**config.mk**
```make
export PLATFORM = sky130hd
export DESIGN_NAME = flash_cmd_ctrl
export DESIGN_NICKNAME = d
export VERILOG_FILES = /design/src/rtl/flash_cmd_pkg.sv /design/src/rtl/fcc_op_timer.sv /design/src/rtl/fcc_cell_array.sv /design/src/rtl/flash_cmd_ctrl.sv
export SDC_FILE = /design/constraint.sdc
export NUM_CORES = 1
export LEC_CHECK = 0
export BUFFER_PORTS_ARGS = -buffer_cell sky130_fd_sc_hd__buf_2
export CORE_UTILIZATION = 60
export DETAILED_ROUTE_END_ITERATION = 10
export PLACE_DENSITY = 0.75
export REMOVE_ABC_BUFFERS = 1
export SKIP_LAST_GASP = 1
export SYNTH_ARGS = -nofsm -noshare
export SYNTH_HDL_FRONTEND = slang
export SYNTH_SLANG_ARGS = --single-unit
```
**constraint.sdc**
```tcl
create_clock -name clk -period 6.11 [get_ports clk]
set_input_delay 0.3055 -clock clk [delete_from_list [all_inputs] [get_ports clk]]
set_output_delay 0.3055 -clock clk [all_outputs]
set_load 0.05 [all_outputs]
```
**src/rtl/flash_cmd_pkg.sv**
```systemverilog
package flash_cmd_pkg;

    typedef enum logic [2:0] {
        ST_IDLE,
        ST_PROG_ARM,
        ST_ERASE_ARM,
        ST_PROG_RUN,
        ST_ERASE_RUN,
        ST_ERASE_HOLD
    } op_state_e;

    typedef enum logic [1:0] {
        RM_ARRAY,
        RM_IDENT,
        RM_STATUS
    } rd_mode_e;

    localparam logic [7:0] CMD_RD_ARRAY  = 8'hFF;
    localparam logic [7:0] CMD_RD_IDENT  = 8'h90;
    localparam logic [7:0] CMD_RD_STATUS = 8'h70;
    localparam logic [7:0] CMD_CLR_ERR   = 8'h50;
    localparam logic [7:0] CMD_ERASE_ARM = 8'h20;
    localparam logic [7:0] CMD_CONFIRM   = 8'hD0;
    localparam logic [7:0] CMD_PROG_A    = 8'h40;
    localparam logic [7:0] CMD_PROG_B    = 8'h10;
    localparam logic [7:0] CMD_PAUSE     = 8'hB0;

    // error field order inside the controller: {erase, program, voltage}
    localparam int ERR_ERASE = 2;
    localparam int ERR_PROG  = 1;
    localparam int ERR_VOLT  = 0;

endpackage

```
**src/rtl/fcc_op_timer.sv**
```systemverilog
module fcc_op_timer #(
    parameter int CNT_W = 8
) (
    input  logic             clk,
    input  logic             rst_n,
    input  logic             start,
    input  logic [CNT_W-1:0] len,
    input  logic             hold,
    output logic             done,
    output logic             running
);
    logic [CNT_W-1:0] cnt_d, cnt_q;

    assign running = (cnt_q != '0);
    assign done    = running && !hold && (cnt_q == CNT_W'(1));

    always_comb begin
        cnt_d = cnt_q;
        if (start)
            cnt_d = len;
        else if (running && !hold)
            cnt_d = cnt_q - CNT_W'(1);
    end

    always_ff @(posedge clk or negedge rst_n) begin
        if (!rst_n) cnt_q <= '0;
        else        cnt_q <= cnt_d;
    end

    // a paused count does not move
    p_hold_freeze_r8: assert property (@(posedge clk) disable iff (!rst_n)
        (running && hold && !start) |=> $stable(cnt_q));

    // a started operation is counting on the next cycle
    p_start_runs_r6: assert property (@(posedge clk) disable iff (!rst_n)
        (start && len != '0) |=> running);

endmodule

```
**src/rtl/fcc_cell_array.sv**
```systemverilog
module fcc_cell_array #(
    parameter int ADDR_W = 6,
    parameter int DATA_W = 8,
    parameter int BLK_W  = 2
) (
    input  logic              clk,
    input  logic              rst_n,
    input  logic              prog_en,
    input  logic [ADDR_W-1:0] prog_addr,
    input  logic [DATA_W-1:0] prog_data,
    input  logic              erase_en,
    input  logic [BLK_W-1:0]  erase_blk,
    input  logic [ADDR_W-1:0] rd_addr,
    output logic [DATA_W-1:0] rd_data
);
    localparam int DEPTH   = 1 << ADDR_W;
    localparam int BLK_LSB = ADDR_W - BLK_W;

    logic [DATA_W-1:0] mem_q [DEPTH];
    logic [DATA_W-1:0] old_data;

    assign rd_data  = mem_q[rd_addr];
    assign old_data = mem_q[prog_addr];

    always_ff @(posedge clk or negedge rst_n) begin
        if (!rst_n) begin
            for (int w = 0; w < DEPTH; w++) mem_q[w] <= '1;
        end else begin
            for (int w = 0; w < DEPTH; w++) begin
                if (erase_en && ((w >> BLK_LSB) == int'(erase_blk)))
                    mem_q[w] <= '1;
                else if (prog_en && (int'(prog_addr) == w))
                    mem_q[w] <= mem_q[w] & prog_data;
            end
        end
    end

    // programming never raises a bit
    p_prog_clear_only_r5: assert property (@(posedge clk) disable iff (!rst_n)
        (prog_en && !erase_en) |=> ((mem_q[$past(prog_addr)] & ~$past(old_data)) == '0));

endmodule

```
**src/rtl/flash_cmd_ctrl.sv**
```systemverilog
module flash_cmd_ctrl
    import flash_cmd_pkg::*;
#(
    parameter int         ADDR_W    = 6,
    parameter int         DATA_W    = 8,
    parameter int         BLK_W     = 2,
    parameter int         BOOT_BLK  = 0,
    parameter int         CNT_W     = 8,
    parameter int         PROG_CYC  = 4,
    parameter int         ERASE_CYC = 12,
    parameter logic [7:0] MFR_ID    = 8'hA7,
    parameter logic [7:0] DEV_ID    = 8'h5E
) (
    input  logic              clk,
    input  logic              rst_n,
    input  logic              cs_n,
    input  logic              we_n,
    input  logic [ADDR_W-1:0] addr,
    input  logic [DATA_W-1:0] wdata,
    output logic [DATA_W-1:0] rdata,
    input  logic              vpp_ok,
    input  logic              hv_unlock,
    input  logic              boot_wr_ok,
    output logic              busy_o
);
    localparam int BLK_LSB = ADDR_W - BLK_W;

    typedef struct packed {
        op_state_e         st;
        rd_mode_e          mode;
        logic [2:0]        err;
        logic              act;
        logic [ADDR_W-1:0] ca;
        logic [DATA_W-1:0] cd;
        logic [ADDR_W-1:0] pa;
        logic [DATA_W-1:0] pd;
    } ctrl_t;

    ctrl_t r_d, r_q;

    logic             act_now, fire, locked, t_start, t_done, t_run, t_hold;
    logic             prog_en, erase_en;
    logic [CNT_W-1:0] t_len;
    logic [7:0]       cmd, stat8;
    logic [DATA_W-1:0] arr_rd;

    assign act_now = !cs_n && !we_n;
    assign fire    = r_q.act && !act_now;
    assign cmd     = r_q.cd[7:0];
    assign locked  = (r_q.ca[ADDR_W-1:BLK_LSB] == BLK_W'(BOOT_BLK)) && !(hv_unlock || boot_wr_ok);
    assign busy_o  = (r_q.st == ST_PROG_RUN) || (r_q.st == ST_ERASE_RUN);
    assign t_hold  = (r_q.st == ST_ERASE_HOLD);
    assign stat8   = {!busy_o, t_hold, r_q.err, 3'b000};

    always_comb begin
        r_d      = r_q;
        r_d.act  = act_now;
        t_start  = 1'b0;
        t_len    = '0;
        prog_en  = 1'b0;
        erase_en = 1'b0;
        if (act_now) begin
            r_d.ca = addr;
            r_d.cd = wdata;
        end
        case (r_q.st)
            ST_IDLE: if (fire) begin
                case (cmd)
                    CMD_RD_ARRAY:             r_d.mode = RM_ARRAY;
                    CMD_RD_IDENT:             r_d.mode = RM_IDENT;
                    CMD_RD_STATUS:            r_d.mode = RM_STATUS;
                    CMD_CLR_ERR:              r_d.err  = '0;
                    CMD_PROG_A, CMD_PROG_B:   r_d.st   = ST_PROG_ARM;
                    CMD_ERASE_ARM:            r_d.st   = ST_ERASE_ARM;
                    CMD_PAUSE:                ;
                    default: begin
                        r_d.err[ERR_ERASE] = 1'b1;
                        r_d.err[ERR_PROG]  = 1'b1;
                        r_d.mode           = RM_STATUS;
                    end
                endcase
            end
            ST_PROG_ARM: if (fire) begin
                r_d.mode = RM_STATUS;
                r_d.st   = ST_IDLE;
                if (!vpp_ok) begin
                    r_d.err[ERR_VOLT] = 1'b1;
                    r_d.err[ERR_PROG] = 1'b1;
                end else if (locked) begin
                    r_d.err[ERR_PROG] = 1'b1;
                end else begin
                    r_d.pa  = r_q.ca;
                    r_d.pd  = r_q.cd;
                    r_d.st  = ST_PROG_RUN;
                    t_start = 1'b1;
                    t_len   = CNT_W'(PROG_CYC);
                end
            end
            ST_ERASE_ARM: if (fire) begin
                r_d.mode = RM_STATUS;
                r_d.st   = ST_IDLE;
                if (cmd != CMD_CONFIRM) begin
                    r_d.err[ERR_ERASE] = 1'b1;
                    r_d.err[ERR_PROG]  = 1'b1;
                end else if (!vpp_ok) begin
                    r_d.err[ERR_VOLT]  = 1'b1;
                    r_d.err[ERR_ERASE] = 1'b1;
                end else if (locked) begin
                    r_d.err[ERR_ERASE] = 1'b1;
                end else begin
                    r_d.pa  = r_q.ca;
                    r_d.st  = ST_ERASE_RUN;
                    t_start = 1'b1;
                    t_len   = CNT_W'(ERASE_CYC);
                end
            end
            ST_PROG_RUN: if (t_done) begin
                prog_en = 1'b1;
                r_d.st  = ST_IDLE;
            end
            ST_ERASE_RUN: begin
                if (t_done) begin
                    erase_en = 1'b1;
                    r_d.st   = ST_IDLE;
                end else if (fire && cmd == CMD_PAUSE) begin
                    r_d.st   = ST_ERASE_HOLD;
                    r_d.mode = RM_STATUS;
                end
            end
            ST_ERASE_HOLD: if (fire) begin
                case (cmd)
                    CMD_RD_STATUS: r_d.mode = RM_STATUS;
                    CMD_RD_ARRAY:  r_d.mode = RM_ARRAY;
                    CMD_CONFIRM: begin
                        r_d.st   = ST_ERASE_RUN;
                        r_d.mode = RM_STATUS;
                    end
                    default: ;
                endcase
            end
            default: r_d.st = ST_IDLE;
        endcase
    end

    always_ff @(posedge clk or negedge rst_n) begin
        if (!rst_n) r_q <= '0;
        else        r_q <= r_d;
    end

    fcc_op_timer #(.CNT_W(CNT_W)) u_timer (
        .clk     (clk),
        .rst_n   (rst_n),
        .start   (t_start),
        .len     (t_len),
        .hold    (t_hold),
        .done    (t_done),
        .running (t_run)
    );

    fcc_cell_array #(.ADDR_W(ADDR_W), .DATA_W(DATA_W), .BLK_W(BLK_W)) u_array (
        .clk       (clk),
        .rst_n     (rst_n),
        .prog_en   (prog_en),
        .prog_addr (r_q.pa),
        .prog_data (r_q.pd),
        .erase_en  (erase_en),
        .erase_blk (r_q.pa[ADDR_W-1:BLK_LSB]),
        .rd_addr   (addr),
        .rd_data   (arr_rd)
    );

    always_comb begin
        case (r_q.mode)
            RM_ARRAY: rdata = arr_rd;
            RM_IDENT: rdata = DATA_W'(addr[0] ? DEV_ID : MFR_ID);
            default:  rdata = DATA_W'(stat8);
        endcase
    end

    // a paused erase never completes and keeps its remaining count
    p_hold_no_done_r8: assert property (@(posedge clk) disable iff (!rst_n)
        t_hold |-> (!t_done && t_run));

    // second cycle with the supply low starts nothing
    p_vpp_block_r9: assert property (@(posedge clk) disable iff (!rst_n)
        ((r_q.st == ST_PROG_ARM || r_q.st == ST_ERASE_ARM) && fire && !vpp_ok) |=> !busy_o);

    // second cycle into a protected block starts nothing
    p_lock_block_r10: assert property (@(posedge clk) disable iff (!rst_n)
        ((r_q.st == ST_PROG_ARM || r_q.st == ST_ERASE_ARM) && fire && locked) |=> !busy_o);

    // clearing leaves no error bit set
    p_clear_r4: assert property (@(posedge clk) disable iff (!rst_n)
        (r_q.st == ST_IDLE && fire && cmd == CMD_CLR_ERR) |=> (r_q.err == '0));

    // timer completion ends the busy period
    p_done_idle_r5: assert property (@(posedge clk) disable iff (!rst_n)
        t_done |=> !busy_o);

endmodule

```
==> impl_table.tex <==
\begin{tabular}{lr}
\hline
Metric & Value \\
\hline
\multicolumn{2}{l}{\textbf{Timing}} \\
\quad Worst hold slack & 0.0797 ns \\
\quad Post-layout min period & 3.84 ns \\
\quad Accumulated negative setup slack & 0 ns \\
\quad Number of max-slew violations in the final report & 0 \\
\quad Final Setup Violations & 0 \\
\quad Upper clock frequency limit & 260 MHz \\
\quad Worst-margin pin slew & 1.29 ns \\
\quad Endpoints failing hold & 0 \\
\quad Headroom to the max-slew limit & 14.3\% \\
\quad Fin crit share & 62.9\% \\
\quad Setup repair after global routing missed its margin & no \\
\quad Clock skew & 0.0229 ns \\
\multicolumn{2}{l}{\textbf{Clock network}} \\
\quad CTS resizes & 0 \\
\quad Buffers inserted by post-CTS timing repair & 0 \\
\quad Clock Sink Count & 557 \\
\quad Insertion delay of the later-clocked pin in the worst-skew pair & 0.61 ns \\
\quad Post-CTS Hold Fix Bufs & 10 \\
\quad CTS HTree Levels & 2 \\
\quad Maximum clock path buffer count & 3 \\
\quad Clock-pin slew reported for the worst setup and hold paths after clock tree synthesis & 0.06 ns \\
\quad CTS tree & done \\
\quad Cts bufs inserted & 55 \\
\quad Clock root buffer & sky130\_fd\_sc\_hd\_\_clkbuf\_16 \\
\multicolumn{2}{l}{\textbf{Pwr}} \\
\quad Net switching share of the total power & 29.7\% \\
\quad Clk pwr share & 39.4\% \\
\quad Sw power & 2510 uW \\
\quad Portion of total power attributed to combinational logic & 10.9\% \\
\quad Leakage power total & 0.0130 uW \\
\quad Power Density & 304 nW/um\^{}2 \\
\quad Seq pwr share & 49.7\% \\
\quad Int Pwr & 5930 uW \\
\quad Maximum vdd ir drop & 0.486 mV \\
\multicolumn{2}{l}{\textbf{Final layout}} \\
\quad Final antenna diode count & 0 \\
\quad Net count reported at finish & 2,304 \\
\quad Share of final-layout standard cells stronger than drive strength 1 & 36.0\% \\
\quad Area Overhead vs Synth & 8.37\% \\
\multicolumn{2}{l}{\textbf{Drt}} \\
\quad Antenna-violating nets left & 0 \\
\quad Drt via density & 6.68 \\
\quad Residual DRC & 0 \\
\quad Final Routed Wirelength & 69.2 mm \\
\quad Number of iterations in the first detailed-routing pass & 8 \\
\quad Number of violations reported at the end of detailed-routing iteration 0 & 2,580 \\
\quad Wire length per cell & 24.2 microns \\
\quad Via count & 19,100 \\
\multicolumn{2}{l}{\textbf{Critical path}} \\
\quad Worst Path Arrival & 3.54 ns \\
\quad Worst r2r src & r\_q[35] \\
\quad Category of the worst setup path launch point & input pin \\
\quad R2r setup slk & 2.45 ns \\
\quad Crit path from & addr[0] \\
\quad Critical Setup Path Class & in -> out \\
\quad Worst setup path endpoint & rdata[3] \\
\quad Critical path peak fanout & 71 \\
\quad Category of the worst setup path capture point & output pin \\
\quad Required time at the endpoint of the critical path & 5.80 ns \\
\quad Endpoint of the most critical register-to-register path & u\_array.mem\_q[17] \\
\quad Register-to-Register Path Depth & 6 \\
\multicolumn{2}{l}{\textbf{Logic synthesis}} \\
\quad Flip-flop cell with the highest count after synthesis & sky130\_fd\_sc\_hd\_\_dfstp\_2 \\
\quad Syn avg cell area & 10.9 sq um \\
\quad Part of the Yosys area used for sequential elements & 56.9\% \\
\quad Synthesized instance count & 2,342 \\
\quad Synth Cell Area & 25,600 sq um \\
\quad Count of yosys warnings during synthesis & 0 \\
\quad Flip-flop and latch count after synthesis & 557 \\
\quad Number of unique standard cell types used by synthesis & 72 \\
\quad EDFF count, synth & 0 \\
\quad Synth async-reset ratio & 100\% \\
\multicolumn{2}{l}{\textbf{Die}} \\
\quad Core ar. & 42,000 sq um \\
\quad I/O pin total & 30 \\
\quad DIE AREA & 43,500 sq um \\
\quad Chip width & 209 microns \\
\quad Count of standard-cell rows & 75 \\
\quad Initial core utilization & 60.9\% \\
\quad Die Ht & 209 microns \\
\multicolumn{2}{l}{\textbf{Global routing}} \\
\quad Global-route total usage across every layer & 32.5\% \\
\quad Pin count of the biggest net entering global routing & 194 \\
\quad Number of antenna violations at the first check in global routing & 0 \\
\quad Global-route wire length before repair & 109 mm \\
\quad Via count of the first global-routing pass & 18,700 \\
\quad GRT overflow & 0 \\
\multicolumn{2}{l}{\textbf{Run status}} \\
\quad Result of the run & completed \\
\multicolumn{2}{l}{\textbf{Run}} \\
\quad Count of max-cap constraint violations & 0 \\
\multicolumn{2}{l}{\textbf{Placement}} \\
\quad Final estimated routing congestion in global placement & 0.928 \\
\quad IO Port Bufs & 29 \\
\quad Total half-perimeter wirelength after legalization and detailed placement & 41.7 mm \\
\multicolumn{2}{l}{\textbf{Min path}} \\
\quad Hold/Removal Path Class & in -> reg \\
\hline
\end{tabular}
[final cells by class]
cell class	count	area, sq um
repair buffers	60	463
inverters	8	30.0
well taps	539	674
flip-flops and latches	557	14600
fillers	3064	14300
multi-input cells	1599	10200
clock buffers	85	1650
clock inverters	16	110
[layer usage]
layer	global-route usage (%)	up-vias	part of all wire [%]
li1	-	8088	-
met1	47.2	9819	40
met2	48.8	1058	46
met3	6.49	171	9.9
met4	12.4	0	3.8
met5	0	-	0
[power by group through the flow]
| stage | Sequential [uW] | Combinational, uW | Clock, uW |
|---|---|---|---|
| CTS | 4180 | 913 | 3350 |
| global placement | 4210 | 886 | 0 |
| global route | 4210 | 993 | 3480 |
| detailed placement | 4230 | 902 | 0 |
| floorplan | 4170 | 370 | 0 |
| finish | 4190 | 924 | 3330 |
[cell usage after synthesis, types with 4 or more instances]
library cell	n	area [sq um]
sky130_fd_sc_hd__xnor2_1	4	35.0
sky130_fd_sc_hd__o22ai_1	7	43.8
sky130_fd_sc_hd__a211oi_1	8	60.1
sky130_fd_sc_hd__clkbuf_1	129	484
sky130_fd_sc_hd__xor2_1	4	35.0
sky130_fd_sc_hd__nor2b_1	10	62.6
sky130_fd_sc_hd__buf_2	26	130
sky130_fd_sc_hd__o21ai_1	6	30.0
sky130_fd_sc_hd__nor4_1	7	43.8
sky130_fd_sc_hd__nor3b_1	6	45.0
sky130_fd_sc_hd__nor2_1	47	176
sky130_fd_sc_hd__mux4_2	130	2930
sky130_fd_sc_hd__or3_1	5	31.3
sky130_fd_sc_hd__nand2_1	626	2350
sky130_fd_sc_hd__dfrtp_1	45	1130
sky130_fd_sc_hd__buf_6	4	45.0
sky130_fd_sc_hd__inv_1	8	30.0
sky130_fd_sc_hd__nand3_1	17	85.1
sky130_fd_sc_hd__o221ai_1	4	35.0
sky130_fd_sc_hd__buf_4	10	75.1
sky130_fd_sc_hd__mux2_2	33	372
sky130_fd_sc_hd__nand2b_1	11	68.8
sky130_fd_sc_hd__nor3_1	18	90.1
sky130_fd_sc_hd__dfstp_2	512	13500
sky130_fd_sc_hd__a221oi_1	8	70.1
sky130_fd_sc_hd__and3_1	5	31.3
sky130_fd_sc_hd__o21ai_0	538	2690
sky130_fd_sc_hd__buf_1	5	18.8
sky130_fd_sc_hd__mux2i_1	21	210
sky130_fd_sc_hd__a21oi_1	19	95.1
[layout by cell type (no fill, tap or decap), types with 5 or more instances in the layout]
master                            n
sky130_fd_sc_hd__nor2_1          47
sky130_fd_sc_hd__o21ai_1          6
sky130_fd_sc_hd__clkbuf_8        10
sky130_fd_sc_hd__buf_4           18
sky130_fd_sc_hd__nand2_1        625
sky130_fd_sc_hd__nand2b_1        11
sky130_fd_sc_hd__dfrtp_1         37
sky130_fd_sc_hd__mux2_2          33
sky130_fd_sc_hd__and3_1           5
sky130_fd_sc_hd__clkbuf_1        17
sky130_fd_sc_hd__dfstp_2        512
sky130_fd_sc_hd__nor4_1           7
sky130_fd_sc_hd__dlygate4sd3_1   10
sky130_fd_sc_hd__nor3b_1          6
sky130_fd_sc_hd__mux2i_1         21
sky130_fd_sc_hd__dfrtp_2          8
sky130_fd_sc_hd__clkinv_2        13
sky130_fd_sc_hd__nand3_1         15
sky130_fd_sc_hd__a211oi_1         8
sky130_fd_sc_hd__mux4_2         130
sky130_fd_sc_hd__nor3_1          18
sky130_fd_sc_hd__or3_1            5
sky130_fd_sc_hd__inv_1            8
sky130_fd_sc_hd__buf_2           26
sky130_fd_sc_hd__a21oi_1         19
sky130_fd_sc_hd__o22ai_1          7
sky130_fd_sc_hd__o21ai_0        538
sky130_fd_sc_hd__nor2b_1         10
sky130_fd_sc_hd__clkbuf_16       58
sky130_fd_sc_hd__a221oi_1         8
[metrics by stage]
stage | cell area, sq um | cells | utilization [%] | total power, uW | setup WS (ns)
after floorplan | 24800 | 2164 | - | 4540 | 2.08
after global placement | 25900 | 2753 | 61.6 | 5100 | 2.26
after detailed placement | 25900 | 2753 | 61.6 | 5130 | 2.28
after CTS | 27800 | 2864 | 66.0 | 8440 | 2.28
after global routing | 27800 | 2864 | 66.0 | 8690 | 2.12
final | 27800 | 2864 | 66.0 | 8440 | 2.27
[sequential cells by signal, indices dropped and copies added (netlist names)]
register       count
cmd                8
r_q               29
u_array.mem_q    512
u_timer.cnt_q      8
[worst max-delay path, stage by stage]
cell	delay, ns
sky130_fd_sc_hd__buf_6	0.73
sky130_fd_sc_hd__buf_4	0.58
sky130_fd_sc_hd__mux4_2	0.55
sky130_fd_sc_hd__o21ai_0	0.17
sky130_fd_sc_hd__a221oi_1	0.07
sky130_fd_sc_hd__a221oi_1	0.63
sky130_fd_sc_hd__nand2_1	0.15
sky130_fd_sc_hd__buf_2	0.24
[worst min path at each step]
stage,from,endpoint,cells past startpoint
final,addr[5],r_q[27],2
after global routing,addr[5],r_q[27],2
after CTS,addr[5],r_q[27],2
after detailed placement,u_array.mem_q[279],u_array.mem_q[279],2
after global placement,u_array.mem_q[433],u_array.mem_q[433],2
after floorplan,rst_n,cmd[0],0
[kinds of logic after synthesis]
kind of cell / share of synthesized area [%]
AOI/OAI and AO/OA: 13.0
adders and majority gates: 0.0977
DFF: 56.9
muxes: 13.7
buffers and inverters: 3.25
xor gates and xnor gates: 0.273
and+or+nand+nor: 12.8
Power figures use the tool's default switching activity.
